==> config.mk <==
export PLATFORM = sky130hd
export DESIGN_NAME = baud_autodetect
export DESIGN_NICKNAME = d
export VERILOG_FILES = /design/src/rtl/abd_pkg.sv /design/src/rtl/abd_rx_edge.sv /design/src/rtl/abd_meas.sv /design/src/rtl/abd_flags.sv /design/src/rtl/baud_autodetect.sv
export SDC_FILE = /design/constraint.sdc
export NUM_CORES = 1
export LEC_CHECK = 0
export BUFFER_PORTS_ARGS = -buffer_cell sky130_fd_sc_hd__buf_2
export CAP_MARGIN = 10
export CORE_AREA = 2 2 71 73
export DETAILED_ROUTE_END_ITERATION = 16
export DIE_AREA = 0 0 73 75
export GPL_TIMING_DRIVEN = 0
export PLACE_DENSITY = 0.67
export SLEW_MARGIN = 20
export SYNTH_ARGS = -nofsm -noshare
export SYNTH_HDL_FRONTEND = slang
export SYNTH_SLANG_ARGS = --single-unit
==> constraint.sdc <==
create_clock -name clk_i -period 1.95 [get_ports clk_i]
set_input_delay 0.195 -clock clk_i [delete_from_list [all_inputs] [get_ports clk_i]]
set_output_delay 0.195 -clock clk_i [all_outputs]
set_load 0.02 [all_outputs]
==> src/rtl/abd_pkg.sv <==
package abd_pkg;
  typedef enum logic [1:0] {
    ST_IDLE = 2'd0,
    ST_ARM  = 2'd1,
    ST_MEAS = 2'd2
  } abd_state_e;
endpackage

==> src/rtl/abd_rx_edge.sv <==
module abd_rx_edge #(
  parameter int unsigned SYNC_STAGES = 2
) (
  input  logic clk_i,
  input  logic rst_ni,
  input  logic rx_i,
  output logic fall_o,
  output logic rise_o
);
  localparam int unsigned LAST = SYNC_STAGES - 1;

  logic [SYNC_STAGES-1:0] sync_q;
  logic                   prev_q;

  generate
    for (genvar i = 0; i < SYNC_STAGES; i++) begin : g_sync
      always_ff @(posedge clk_i or negedge rst_ni) begin
        if (!rst_ni) sync_q[i] <= 1'b1;
        else if (i == 0) sync_q[i] <= rx_i;
        else sync_q[i] <= sync_q[(i == 0) ? 0 : i-1];
      end
    end
  endgenerate

  always_ff @(posedge clk_i or negedge rst_ni) begin
    if (!rst_ni) prev_q <= 1'b1;
    else         prev_q <= sync_q[LAST];
  end

  assign fall_o = prev_q & ~sync_q[LAST];
  assign rise_o = ~prev_q & sync_q[LAST];
endmodule

==> src/rtl/abd_meas.sv <==
module abd_meas
  import abd_pkg::*;
#(
  parameter int unsigned CNT_W = 16,
  parameter int unsigned SEL_W = 2
) (
  input  logic             clk_i,
  input  logic             rst_ni,
  input  logic             start_i,
  input  logic [SEL_W-1:0] win_sel_i,
  input  logic             fall_i,
  input  logic             rise_i,
  output logic [CNT_W-1:0] div_o,
  output logic             busy_o,
  output logic             fin_o,
  output logic             ovf_o
);
  localparam logic [CNT_W-1:0] CNT_MAX = {CNT_W{1'b1}};

  abd_state_e       state_q;
  logic [CNT_W-1:0] cnt_q;
  logic [CNT_W-1:0] div_q;
  logic [SEL_W-1:0] sel_q;
  logic             in_meas;

  assign in_meas = (state_q == ST_MEAS);
  assign fin_o   = in_meas & rise_i;
  assign ovf_o   = in_meas & ~rise_i & (cnt_q == CNT_MAX);
  assign busy_o  = (state_q != ST_IDLE);
  assign div_o   = div_q;

  always_ff @(posedge clk_i or negedge rst_ni) begin
    if (!rst_ni) begin
      state_q <= ST_IDLE;
      cnt_q   <= '0;
      div_q   <= '0;
      sel_q   <= '0;
    end else begin
      unique case (state_q)
        ST_IDLE: if (start_i) begin
          state_q <= ST_ARM;
          sel_q   <= win_sel_i;
        end
        ST_ARM: if (fall_i) begin
          state_q <= ST_MEAS;
          cnt_q   <= CNT_W'(1);
        end
        ST_MEAS: begin
          if (rise_i) begin
            div_q   <= cnt_q >> sel_q;  // divide by 2^sel bit times
            state_q <= ST_IDLE;
          end else if (cnt_q == CNT_MAX) begin
            state_q <= ST_IDLE;
          end else begin
            cnt_q <= cnt_q + 1'b1;
          end
        end
        default: state_q <= ST_IDLE;
      endcase
    end
  end
endmodule

==> src/rtl/abd_flags.sv <==
module abd_flags (
  input  logic clk_i,
  input  logic rst_ni,
  input  logic fin_i,
  input  logic ovf_i,
  input  logic clr_done_i,
  input  logic clr_tout_i,
  input  logic irq_en_i,
  output logic done_o,
  output logic tout_o,
  output logic irq_o
);
  logic done_q, tout_q;

  // set wins over a same-cycle clear
  always_ff @(posedge clk_i or negedge rst_ni) begin
    if (!rst_ni) begin
      done_q <= 1'b0;
      tout_q <= 1'b0;
    end else begin
      if (fin_i)           done_q <= 1'b1;
      else if (clr_done_i) done_q <= 1'b0;
      if (ovf_i)           tout_q <= 1'b1;
      else if (clr_tout_i) tout_q <= 1'b0;
    end
  end

  assign done_o = done_q;
  assign tout_o = tout_q;
  assign irq_o  = irq_en_i & (done_q | tout_q);
endmodule

==> src/rtl/baud_autodetect.sv <==
module baud_autodetect #(
  parameter int unsigned CNT_W       = 16,
  parameter int unsigned SEL_W       = 2,
  parameter int unsigned SYNC_STAGES = 2
) (
  input  logic             clk_i,
  input  logic             rst_ni,
  input  logic             rx_i,
  input  logic             start_i,
  input  logic [SEL_W-1:0] win_sel_i,
  input  logic             irq_en_i,
  input  logic             clr_done_i,
  input  logic             clr_tout_i,
  output logic [CNT_W-1:0] divisor_o,
  output logic             busy_o,
  output logic             done_o,
  output logic             tout_o,
  output logic             irq_o
);
  logic fall, rise, fin, ovf;

  abd_rx_edge #(.SYNC_STAGES(SYNC_STAGES)) u_edge (
    .clk_i  (clk_i),
    .rst_ni (rst_ni),
    .rx_i   (rx_i),
    .fall_o (fall),
    .rise_o (rise)
  );

  abd_meas #(.CNT_W(CNT_W), .SEL_W(SEL_W)) u_meas (
    .clk_i     (clk_i),
    .rst_ni    (rst_ni),
    .start_i   (start_i),
    .win_sel_i (win_sel_i),
    .fall_i    (fall),
    .rise_i    (rise),
    .div_o     (divisor_o),
    .busy_o    (busy_o),
    .fin_o     (fin),
    .ovf_o     (ovf)
  );

  abd_flags u_flags (
    .clk_i      (clk_i),
    .rst_ni     (rst_ni),
    .fin_i      (fin),
    .ovf_i      (ovf),
    .clr_done_i (clr_done_i),
    .clr_tout_i (clr_tout_i),
    .irq_en_i   (irq_en_i),
    .done_o     (done_o),
    .tout_o     (tout_o),
    .irq_o      (irq_o)
  );
endmodule

==> results of run 1 <==
## path summary, 6_finish.rpt
check,start,to,slack (ns),depth (start not counted)
worst max-delay path,u_meas.cnt_q[1],u_meas.cnt_q[15],0.17,6
worst min-delay path,rst_ni,u_meas.div_o[3],0.02,1
worst max register to register,u_meas.cnt_q[1],u_meas.cnt_q[15],0.17,6
worst min register to register,u_edge.sync_q[0],u_edge.sync_q[1],0.36,0
max in group asynchronous,rst_ni,u_meas.cnt_q[11],1.35,1
min in group clk_i,clr_done_i,u_flags.done_o,0.07,2
## power breakdown
group | switching [mW] | total [mW] | internal [mW]
clock network | 0.296 | 0.616 | 0.320
registers | 0.0812 | 1.03 | 0.945
logic | 0.420 | 0.732 | 0.312
total | 0.798 | 2.37 | 1.58
## cells in the mapped netlist (2+ instances only)
cell,n,area [um2]
sky130_fd_sc_hd__a31oi_1,2,12.51
sky130_fd_sc_hd__o31ai_1,4,30.03
sky130_fd_sc_hd__inv_1,5,18.77
sky130_fd_sc_hd__o21ai_0,11,55.05
sky130_fd_sc_hd__a21oi_1,4,20.02
sky130_fd_sc_hd__o21ai_1,13,65.06
sky130_fd_sc_hd__buf_2,9,45.04
sky130_fd_sc_hd__clkbuf_1,2,7.510
sky130_fd_sc_hd__dfstp_2,3,78.83
sky130_fd_sc_hd__nand2_1,19,71.32
sky130_fd_sc_hd__o21a_1,3,22.52
sky130_fd_sc_hd__and3_1,3,18.77
sky130_fd_sc_hd__nor2b_1,3,18.77
sky130_fd_sc_hd__nand4_1,5,31.28
sky130_fd_sc_hd__dfrtp_1,38,950.9
sky130_fd_sc_hd__nand3_1,6,30.03
sky130_fd_sc_hd__mux2_2,14,157.7
sky130_fd_sc_hd__mux4_2,9,202.7
sky130_fd_sc_hd__buf_4,2,15.01
sky130_fd_sc_hd__mux2i_1,6,60.06
sky130_fd_sc_hd__nor2_1,9,33.78
sky130_fd_sc_hd__and4_1,4,35.03
sky130_fd_sc_hd__a211oi_1,2,15.01
## state kept, by name (all words and copies together) (netlist names)
| signal | cells |
|---|---|
| u_meas.cnt_q | 16 |
| u_meas.div_o | 16 |
| u_edge.sync_q | 2 |
| u_meas.sel_q | 2 |
| u_meas.state_q | 2 |
| u_edge.prev_q | 1 |
| u_flags.done_o | 1 |
| u_flags.tout_o | 1 |
## cells in the final DEF (no fill, tap or decap), types with 2 or more instances in the layout
cell | netlist | final
sky130_fd_sc_hd__a21oi_1 | 4 | 4
sky130_fd_sc_hd__nor2b_1 | 3 | 3
sky130_fd_sc_hd__inv_1 | 5 | 5
sky130_fd_sc_hd__a211oi_1 | 2 | 2
sky130_fd_sc_hd__mux2i_1 | 6 | 6
sky130_fd_sc_hd__o21ai_0 | 11 | 11
sky130_fd_sc_hd__dfstp_2 | 3 | 3
sky130_fd_sc_hd__mux4_2 | 9 | 9
sky130_fd_sc_hd__clkbuf_1 | 2 | 2
sky130_fd_sc_hd__nand2_1 | 19 | 19
sky130_fd_sc_hd__nor2_1 | 9 | 9
sky130_fd_sc_hd__mux2_2 | 14 | 14
sky130_fd_sc_hd__o21a_1 | 3 | 3
sky130_fd_sc_hd__a31oi_1 | 2 | 2
sky130_fd_sc_hd__and4_1 | 4 | 4
sky130_fd_sc_hd__and3_1 | 3 | 3
sky130_fd_sc_hd__nand3_1 | 6 | 6
sky130_fd_sc_hd__buf_4 | 2 | 2
sky130_fd_sc_hd__clkbuf_8 | 0 | 7
sky130_fd_sc_hd__o21ai_2 | 1 | 2
sky130_fd_sc_hd__nand4_1 | 5 | 5
sky130_fd_sc_hd__buf_2 | 9 | 37
sky130_fd_sc_hd__o21ai_1 | 13 | 12
sky130_fd_sc_hd__o31ai_1 | 4 | 4
sky130_fd_sc_hd__dfrtp_1 | 38 | 38
## cell type report
class | count | area share
plain buffers | 14 | 0.02893
clock buffers | 7 | 0.03840
clock inverters | 1 | 0.001995
inverters | 6 | 0.008978
multi-input cells | 135 | 0.4244
flip-flops and latches | 41 | 0.4105
well taps | 54 | 0.02693
repair buffers | 29 | 0.05985
## per-stage QoR
step / total power [mW] / util / hold WS [ns]
2_1_floorplan: 1.574 / - / -0.1006
3_3_place_gp: 1.762 / 0.5130 / 0.3010
3_5_place_dp: 1.777 / 0.5130 / 0.3013
4_1_cts: 2.395 / 0.5369 / 0.05379
5_1_grt: 2.520 / 0.5383 / 0.07999
6_report: 2.374 / 0.5383 / 0.02437
## critical path, stage by stage (launching register included)
cell and delay [ns]:
sky130_fd_sc_hd__dfrtp_1 0.41, sky130_fd_sc_hd__ha_2 0.23, sky130_fd_sc_hd__and3_1 0.21, sky130_fd_sc_hd__nand4_2 0.16, sky130_fd_sc_hd__o21ai_2 0.30, sky130_fd_sc_hd__a211oi_1 0.09, sky130_fd_sc_hd__a211o_1 0.27
## cell families (layout without fill, tap and decap cells)
kind of cell	Yosys count	after routing
AOI/OAI and AO/OA	46	46
adders and majority gates	1	1
buffers and inverters	20	57
DFF	41	41
muxes	30	30
and+or+nand+nor	58	58
## repair_timing
action | 4_1_cts | 5_1_grt
hold endpoints to repair | 1 | 0
setup endpoints to repair | 0 | 3
hold buffers | 1 | 0
resized for setup | 0 | 2
## layer usage
metal	track usage	vias to the layer above	wire length, um
met5	0	-	0
met4	0.07613	0	42
met3	0.04284	6	219
li1	-	802	-
met1	0.2487	800	2085
met2	0.3073	44	2184
==> key figures, run 1 <==
Yosys
  • Post-synthesis average cell area: between 10 and 15 um2
  • Sequential fraction of the synthesis area: 0.4716
  • Combinational family with the most area after synthesis: multiplexers
  • Parity-gate share of the synthesized area counting xor and xnor cells: 0
  • Main synth FF type: sky130_fd_sc_hd__dfrtp_1
  • Net Count, Synth: between 200 and 250
  • Number of flops mapped to enable cells by yosys: 0
  • Post-synth cell types: 43
  • Instance count of the mapped netlist: around 200
  • Synthesized cell area: 2183 um2
  • Synthesis Warnings: 0
  • Fraction of the mapped netlist area in simple logic gates: 0.1461
  • Adder and majority cell fraction of the synthesized area: 0.005731
  • Synthesized-area fraction occupied by ao, oa, aoi and oai cells: 0.1284
  • Share of flip-flops with an asynchronous set or reset: 1.000
  • Synthesized flop and latch total: 41
  • Proportion of synthesized area in mux cells: 0.2046

Layout
  • Ant diodes: 0
  • Final-layout fill cell count: around 420
  • Finished layout cell area: 2509 um2
  • Final Net Count: 242
  • Area overhead of the layout relative to synthesis: 14.90%
  • Total area of sequential cells: between 1000 and 1500 um2
  • Non-filler instance count after layout: 287
  • Share of cells above drive strength 1: 0.3648
  • Footprint of the multi-input gates: approximately 1100 um2

Timing
  • Setup violation total in the final timing report: 0
  • Period utilisation layout: 0.9127
  • Final Hold Vio Count: 0
  • Fmax: about 560 MHz
  • Max transition margin: 0.3841
  • Final slew viol count: 0
  • Total Negative Setup Slacks: 0 ns
  • Least setup slack across all paths after layout: 0.1703 ns
  • Period minus WS final: 1.780 ns
  • Transition at the pin with the smallest max-transition slack: 0.9238 ns
  • Worst Clk Skew: around 0.0073 ns

Outcome
  • Outcome: completed

Place
  • Setup Slack @ Placement: ~0.18 ns
  • Port bufs: 28
  • Area post-placement: between 2000 and 2500 um2
  • HPWL after DPL: between 3 and 4 mm
  • Placed insts: ~280
  • GP Congestion: 0.9031

Global routing
  • Global-route usage over all layers: 0.1896
  • Vias in the first global route: 1629
  • Global-route wire length before repair: between 7 and 8 mm
  • Pin count of the biggest net entering global routing: 42
  • Grt total ovfl: 0
  • Initial antenna violation count: 0

Floorplanning
  • Number of top-level pins: 29
  • Die outline area: 5475 um2
  • Standard cell core area: between 4000 and 5000 um2
  • Cell row count: 25
  • Die W: 73 um
  • Initial Utilization: 0.4685
  • Chip Height: 75 um

Route
  • Pre-Repair DR Iteration Count: 4
  • Routed via count: between 1500 and 2000
  • Remaining number of nets flagged by the antenna check after routing: 0
  • Vias per cell: about 5.8
  • Detailed router's first-iteration violation count: ~130
  • Residual DRC: 0
  • WL/cell: 15.79 um
  • Detailed-route wire length: 4.532 mm

Hold path
  • Path class of the lowest-slack min-delay path: input port to async pin

Critical path
  • Crit path DAT: 1.97 ns
  • Kind of launch point of the worst setup path: flop
  • Max Fanout on Critical Path: 5
  • Worst Path Required: about 2.1 ns
  • Type of destination of the critical path: flop
  • Crit Path Category: flop to flop

Clocking
  • TritonCTS clock tree: built
  • Count of buffers added by post-CTS timing repair for setup: 0
  • Master cell of the clock root buffer: sky130_fd_sc_hd__clkbuf_8
  • Clock latency reported for the late side of the worst-skew pair: ~0.30 ns
  • Total clock buffers created by CTS: 5
  • Maximum root-to-sink buffer count: 2
  • Clock net sink count: approximately 40
  • Clock transition at the registers of the reported paths: ~0.080 ns
  • CTS H-tree lvls: 2

Pwr
  • Peak supply drop: ~570 uV
  • Leakage component of the power: roughly 1.2 nW
  • Ratio of total power to cell area: 946.4 nW/um2

Job
  • Number of maximum-capacitance constraint violations: 0
Note: power is estimated with default switching activity, not from simulation.
==> run 2, diff against run 1 <==
==> constraint.sdc (replaced) <==
create_clock -name clk_i -period 1.9 [get_ports clk_i]
set_input_delay 0.19 -clock clk_i [delete_from_list [all_inputs] [get_ports clk_i]]
set_output_delay 0.19 -clock clk_i [all_outputs]
set_load 0.02 [all_outputs]
==> run 2 against run 1 <==
Net effect:
- hold slack worse by 0.013 ns
- count of clock-buffer cells in the layout stayed put
- combinational power is 6.6% higher
- sequential share of layout area is 0.28 points lower
- critical path depth stayed put
- utilization is 0.38 points higher
- global-route usage stayed put
- non-clock buffer count is 1 higher
- first-iteration DRC count is 8.3% higher
- largest cell class unchanged
==> key figures, run 2 (same netlist as run 1, synthesis figures left out) <==
Outcome
  • Outcome: completed

Job
  • Number of maximum-capacitance constraint violations: 0 (unchanged)

Route
  • Pre-Repair DR Iteration Count: 4 (unchanged)
  • Detailed router's first-iteration violation count: 143 (+8.3%)
  • Remaining number of nets flagged by the antenna check after routing: 0 (unchanged)
  • Residual DRC: 0 (unchanged)
  • Detailed-route wire length: 4.585 mm (+1.2%)
  • Vias per cell: 5.753 (about the same)
  • WL/cell: 15.92 um (+0.82%)
  • Routed via count: 1657 (+0.30%)

Timing
  • Transition at the pin with the smallest max-transition slack: 0.9169 ns (-0.006937 ns)
  • Fmax: 566.9 MHz (+0.89%)
  • Final slew viol count: 0 (unchanged)
  • Period minus WS final: 1.764 ns (-0.01574 ns)
  • Max transition margin: 0.3887 (+0.004625)
  • Worst Hold Margin: 0.01149 ns (-0.01288 ns)
  • Final Hold Vio Count: 0 (unchanged)
  • Setup violation total in the final timing report: 0 (unchanged)
  • Period utilisation layout: 0.9284 (+0.01573)
  • Worst Clk Skew: 0.006080 ns (-0.001250 ns)

Pwr
  • Leakage component of the power: 1.212 nW (+0.58%)
  • Pwr Total: 2.475 mW (+4.3%)
  • Peak supply drop: 559.9 uV (-1.2%)
  • Ratio of total power to cell area: 979.8 nW/um2 (+3.5%)

Layout
  • Leading cell type in the layout, fill and taps excluded: sky130_fd_sc_hd__dfrtp_1
  • Core utilization of the finished layout: 0.5420 (+0.003758)
  • Final Net Count: 243 (+0.41%)
  • Ant diodes: 0 (unchanged)
  • Finished layout cell area: 2526 um2 (+0.70%)
  • Share of cells above drive strength 1: 0.3675 (+0.002715)
  • Non-filler instance count after layout: 288 (+0.35%)
  • Area overhead of the layout relative to synthesis: 15.70%
  • Most used cells in the layout excluding fill and tap cells: sky130_fd_sc_hd__dfrtp_1, sky130_fd_sc_hd__buf_2, sky130_fd_sc_hd__nand2_1
  • Final-layout fill cell count: 414 (-0.48%)

Global routing
  • Initial antenna violation count: 0 (unchanged)
  • Global-route usage over all layers: 0.1896 (unchanged)
  • Pin count of the biggest net entering global routing: 42 (unchanged)
  • Global-route wire length before repair: 7.755 mm (unchanged)
  • Vias in the first global route: 1629 (unchanged)
  • Grt total ovfl: 0 (unchanged)
  • Busiest grt layer: met2
  • Met1 Track Usage GR: 0.2487 (unchanged)
  • Global routing met3 resource utilization: 0.04284 (unchanged)
  • GR Util met2: 0.3073 (unchanged)

Clocking
  • Clock transition at the registers of the reported paths: 0.08 ns (about the same)
  • TritonCTS clock tree: built
  • CTS H-tree lvls: 2 (unchanged)
  • Master cell of the clock root buffer: sky130_fd_sc_hd__clkbuf_8
  • Total clock buffers created by CTS: 5 (unchanged)
  • Maximum root-to-sink buffer count: 2 (unchanged)
  • Clock latency reported for the late side of the worst-skew pair: 0.30 ns (about the same)
  • Clock net sink count: 41 (unchanged)

Floorplanning
  • Initial Utilization: 0.4685 (unchanged)
  • Standard cell core area: 4661 um2 (unchanged)
  • Cell row count: 25 (unchanged)
  • Die outline area: 5475 um2 (unchanged)
  • Die W: 73 um (unchanged)
  • Number of top-level pins: 29 (unchanged)
  • Chip Height: 75 um (unchanged)

Critical path
  • Max Fanout on Critical Path: 5 (unchanged)
  • Kind of launch point of the worst setup path: flop
  • Worst Path Required: 2.09 ns (-0.05 ns)
  • Crit path DAT: 1.96 ns (about the same)
  • Type of destination of the critical path: flop
  • Crit Path Category: flop to flop

Place
  • HPWL after DPL: 3.025 mm (unchanged)
  • Area post-placement: 2391 um2 (unchanged)
  • Placed insts: 278 (unchanged)
  • Port bufs: 28 (unchanged)
  • GP Congestion: 0.9031 (unchanged)

Hold path
  • Path class of the lowest-slack min-delay path: input port to async pin
## run 2: changes by cell type in the layout (fill, tap and decap cells not counted)
cell / change
sky130_fd_sc_hd__ha_2: -1
sky130_fd_sc_hd__buf_4: +1
sky130_fd_sc_hd__ha_4: +1
## run 2: cell type report
class	count	area, um2	share of cell area
well taps	54	67.56	0.02675
clock inverters	1	5.005	0.001981
plain buffers	14	72.57	0.02873
clock buffers	7	96.34	0.03814
flip-flops and latches	41	1030	0.4076
multi-input cells	135	1075	0.4255
inverters	6	22.52	0.008915
repair buffers	30	157.7	0.06241
## run 2: metrics by stage
stage	setup slack (ns)	TNS, ns
after floorplan	0.2828	0
after global placement	0.1249	0
after detailed placement	0.1315	0
after CTS	0.09926	0
after global routing	-0.03056	-0.03206
final	0.1360	0
## run 2: critical path, stage by stage, from the launching register on
cell                       delay (ns)
sky130_fd_sc_hd__dfrtp_1         0.45
sky130_fd_sc_hd__ha_4            0.18
sky130_fd_sc_hd__and3_1          0.21
sky130_fd_sc_hd__nand4_2         0.16
sky130_fd_sc_hd__o21ai_2         0.30
sky130_fd_sc_hd__a211oi_1        0.09
sky130_fd_sc_hd__a211o_1         0.27
## run 2: what timing repair did
action                                 4_1_cts  5_1_grt
endpoints found under the hold margin        1        0
buffers inserted                             0        1
resized for setup                            0        3
setup endpoints to repair                    0       11
hold buffers                                 1        0
## run 2: path summary, 6_finish.rpt
check / from / end / slack, ns / cells after the start
hold / removal: rst_ni / u_meas.div_o[3] / 0.01 / 1
max in group asynchronous: rst_ni / u_meas.cnt_q[0] / 1.31 / 1
hold reg to reg: u_edge.sync_q[0] / u_edge.sync_q[1] / 0.36 / 0
setup / recovery: u_meas.cnt_q[0] / u_meas.cnt_q[15] / 0.14 / 6
min in group clk_i: clr_done_i / u_flags.done_o / 0.06 / 2
setup reg to reg: u_meas.cnt_q[0] / u_meas.cnt_q[15] / 0.14 / 6
## run 2: routing by layer
metal / up-vias / routed length, um / part of all wire
li1: 802 / - / -
met1: 807 / 2154 / 0.47
met2: 42 / 2202 / 0.48
met3: 6 / 185 / 0.040
met4: 0 / 42 / 0.0092
met5: - / 0 / 0
## run 2: where the power goes
part / leakage [nW] / internal (mW) / total [mW] / switching (mW)
sequential: 0.549 / 0.969 / 1.06 / 0.0915
combinational: 0.609 / 0.340 / 0.780 / 0.439
clock: 0.0542 / 0.328 / 0.635 / 0.307
==> run 3, diff against run 2 <==
--- a/config.mk
+++ b/config.mk
@@ -12,6 +12,7 @@
 export DIE_AREA = 0 0 73 75
 export GPL_TIMING_DRIVEN = 0
 export PLACE_DENSITY = 0.67
+export REMOVE_ABC_BUFFERS = 1
 export SLEW_MARGIN = 20
 export SYNTH_ARGS = -nofsm -noshare
 export SYNTH_HDL_FRONTEND = slang
==> run 3 against run 2 <==
Net effect:
- cell count shrank 4.5%
- register-to-register slack worse by 0.04 ns
- sequential power grew 14%
- power is 6.3% lower
- hold slack better by 0.020 ns
- die area stayed put
- critical path depth stayed put
- via count fell by 3.6%
==> key figures, run 3 (same netlist as run 1, synthesis figures left out) <==
Outcome
  • Outcome: completed

Critical path
  • R2R Path Start: u_meas.cnt_q[0]
  • CP Launch Point: u_meas.cnt_q[0]
  • Crit path DAT: 1.99 ns (+0.03 ns)
  • Max Fanout on Critical Path: 6 (+1)
  • Max stage delay on crit path: 0.41 ns (-0.04 ns)
  • Kind of launch point of the worst setup path: flop
  • Crit Path Category: flop to flop
  • Logic depth of the worst register-to-register path: 6 (unchanged)
  • Type of destination of the critical path: flop
  • Crit path cell chain: ha_2 > and3_2 > nand4_4 > o21a_4 > and4_1 > a211o_1
  • Worst Path Required: 2.09 ns (about the same)
  • Worst-path cell with the longest stage delay: sky130_fd_sc_hd__dfrtp_1
  • Setup slack of the most critical reg-to-reg path: 0.09 ns (-0.04 ns)
  • Capture instance of the worst register-to-register path: u_meas.cnt_q[15]

Floorplanning
  • Number of top-level pins: 29 (unchanged)
  • Cell row count: 25 (unchanged)
  • Die outline area: 5475 um2 (unchanged)
  • Initial Utilization: 0.4685 (unchanged)
  • Chip Height: 75 um (unchanged)
  • Die W: 73 um (unchanged)
  • Standard cell core area: 4661 um2 (unchanged)

Route
  • Residual DRC: 0 (unchanged)
  • Detailed router's first-iteration violation count: 119 (-17%)
  • Uppermost metal layer occupied by signal nets: met4
  • DR WL met2: 1.953 mm (-11%)
  • WL/cell: 15.24 um (-4.2%)
  • Pre-Repair DR Iteration Count: 4 (unchanged)
  • Remaining number of nets flagged by the antenna check after routing: 0 (unchanged)
  • Detailed-route wire length: 4.192 mm (-8.6%)
  • Met1 Wirelength: 2.005 mm (-6.9%)
  • Routed via count: 1597 (-3.6%)
  • Detailed-routed wire length on met3: 143 um (-23%)
  • Vias per cell: 5.807 (+0.94%)

Timing
  • Setup violation total in the final timing report: 0 (unchanged)
  • Period utilisation layout: 0.9505 (+0.02206)
  • Max transition margin: 0.3746 (-0.01409)
  • Transition at the pin with the smallest max-transition slack: 0.9380 ns (+0.02113 ns)
  • Worst Clk Skew: 0.01209 ns (+0.006012 ns)
  • Final Hold Vio Count: 0 (unchanged)
  • Fmax: 553.7 MHz (-2.3%)
  • Total Negative Setup Slacks: 0 ns (unchanged)
  • Final slew viol count: 0 (unchanged)
  • Worst Hold Margin: 0.03181 ns (+0.02032 ns)
  • Period minus WS final: 1.806 ns (+0.04192 ns)

Job
  • Number of maximum-capacitance constraint violations: 0 (unchanged)

Layout
  • Share of cells above drive strength 1: 0.3529 (-0.01458)
  • Final-layout fill cell count: 412 (-0.48%)
  • Leading cell type in the layout, fill and taps excluded: sky130_fd_sc_hd__dfrtp_1
  • Final Net Count: 230 (-5.3%)
  • Area overhead of the layout relative to synthesis: 13.30%
  • Most used cells in the layout excluding fill and tap cells: sky130_fd_sc_hd__dfrtp_1, sky130_fd_sc_hd__buf_2, sky130_fd_sc_hd__nand2_1
  • Ant diodes: 0 (unchanged)

Place
  • GP Congestion: 0.8086 (-10%)
  • HPWL after DPL: 2.652 mm (-12%)
  • Port bufs: 28 (unchanged)

Clocking
  • Clock net sink count: 41 (unchanged)
  • Clock latency reported for the late side of the worst-skew pair: 0.30 ns (about the same)
  • Clock transition at the registers of the reported paths: 0.08 ns (about the same)
  • Total clock buffers created by CTS: 5 (unchanged)
  • Master cell of the clock root buffer: sky130_fd_sc_hd__clkbuf_8
  • TritonCTS clock tree: built
  • CTS H-tree lvls: 2 (unchanged)
  • Maximum root-to-sink buffer count: 2 (unchanged)

Pwr
  • Peak supply drop: 965.1 uV (+72%)
  • Leakage component of the power: 1.171 nW (-3.4%)
  • Ratio of total power to cell area: 937.7 nW/um2 (-4.3%)

Global routing
  • Pin count of the biggest net entering global routing: 42 (unchanged)
  • Global-route usage over all layers: 0.1736 (-0.01598)
  • Grt total ovfl: 0 (unchanged)
  • Global-route wire length before repair: 7.189 mm (-7.3%)
  • Initial antenna violation count: 0 (unchanged)
  • Vias in the first global route: 1503 (-7.7%)

Hold path
  • Path class of the lowest-slack min-delay path: input port to async pin
[run 3: changes by cell type in the layout (fill, tap and decap cells not counted), sizes merged]
cell    previous run  this run
buf               40        30
clkbuf            10         7
[run 3: layout make-up]
| class | count | area, um2 | share of cell area |
|---|---|---|---|
| clock buffer | 7 | 76.32 | 0.03085 |
| clock inverter | 1 | 5.005 | 0.002023 |
| inverter | 6 | 22.52 | 0.009105 |
| multi-input combinational | 135 | 1105 | 0.4466 |
| sequential | 41 | 1032 | 0.4173 |
| tap | 54 | 67.56 | 0.02731 |
| timing repair buffer | 31 | 165.2 | 0.06677 |
[run 3: what timing repair did]
item                       in CTS  in global routing
buffers inserted                0                  2
hold endpoints to repair        1                  0
pin swaps                       0                  2
gates resized for setup         5                  8
setup endpoints to repair      29                 19
hold buffers                    1                  0
[run 3: worst max path at each step]
stage                                   to  slack, ns  depth (start not counted)
after floorplan            u_meas.cnt_q[3]       0.13                          6
after global placement     u_meas.cnt_q[3]      -0.27                          6
after detailed placement   u_meas.cnt_q[3]      -0.26                          6
after CTS                  u_meas.cnt_q[2]     -0.007                          6
after global routing       u_meas.cnt_q[2]      -0.02                          5
final                     u_meas.cnt_q[15]       0.09                          6
[run 3: where the power goes]
group	total (mW)	switching, mW	internal [mW]
logic	0.551	0.257	0.294
clock network	0.559	0.301	0.258
registers	1.21	0.238	0.972
total	2.32	0.796	1.52
[run 3: through the flow]
stage,std cells,power (mW),util,area [um2],worst slack [ns]
after detailed placement,264,1.752,0.4975,2318,-0.2551
after floorplan,182,1.564,-,2111,0.1314
final,275,2.319,0.5307,2474,0.09409
after global routing,275,2.468,0.5307,2474,-0.02343
after CTS,273,2.325,0.5203,2425,-0.006746
after global placement,264,1.741,0.4975,2318,-0.2677
[run 3: per-layer routing]
| layer | vias up | GRT usage |
|---|---|---|
| met5 | - | 0 |
| met4 | 0 | 0.08025 |
| met3 | 9 | 0.05489 |
| met2 | 26 | 0.2573 |
| met1 | 789 | 0.2339 |
| li1 | 773 | - |
[run 3: worst max-delay path, delay by kind of cell (launching register included)]
kind	cells	cell delay, ns
compound gates	2	0.48
fa+ha+maj	1	0.23
flops	1	0.41
simple gates	3	0.58
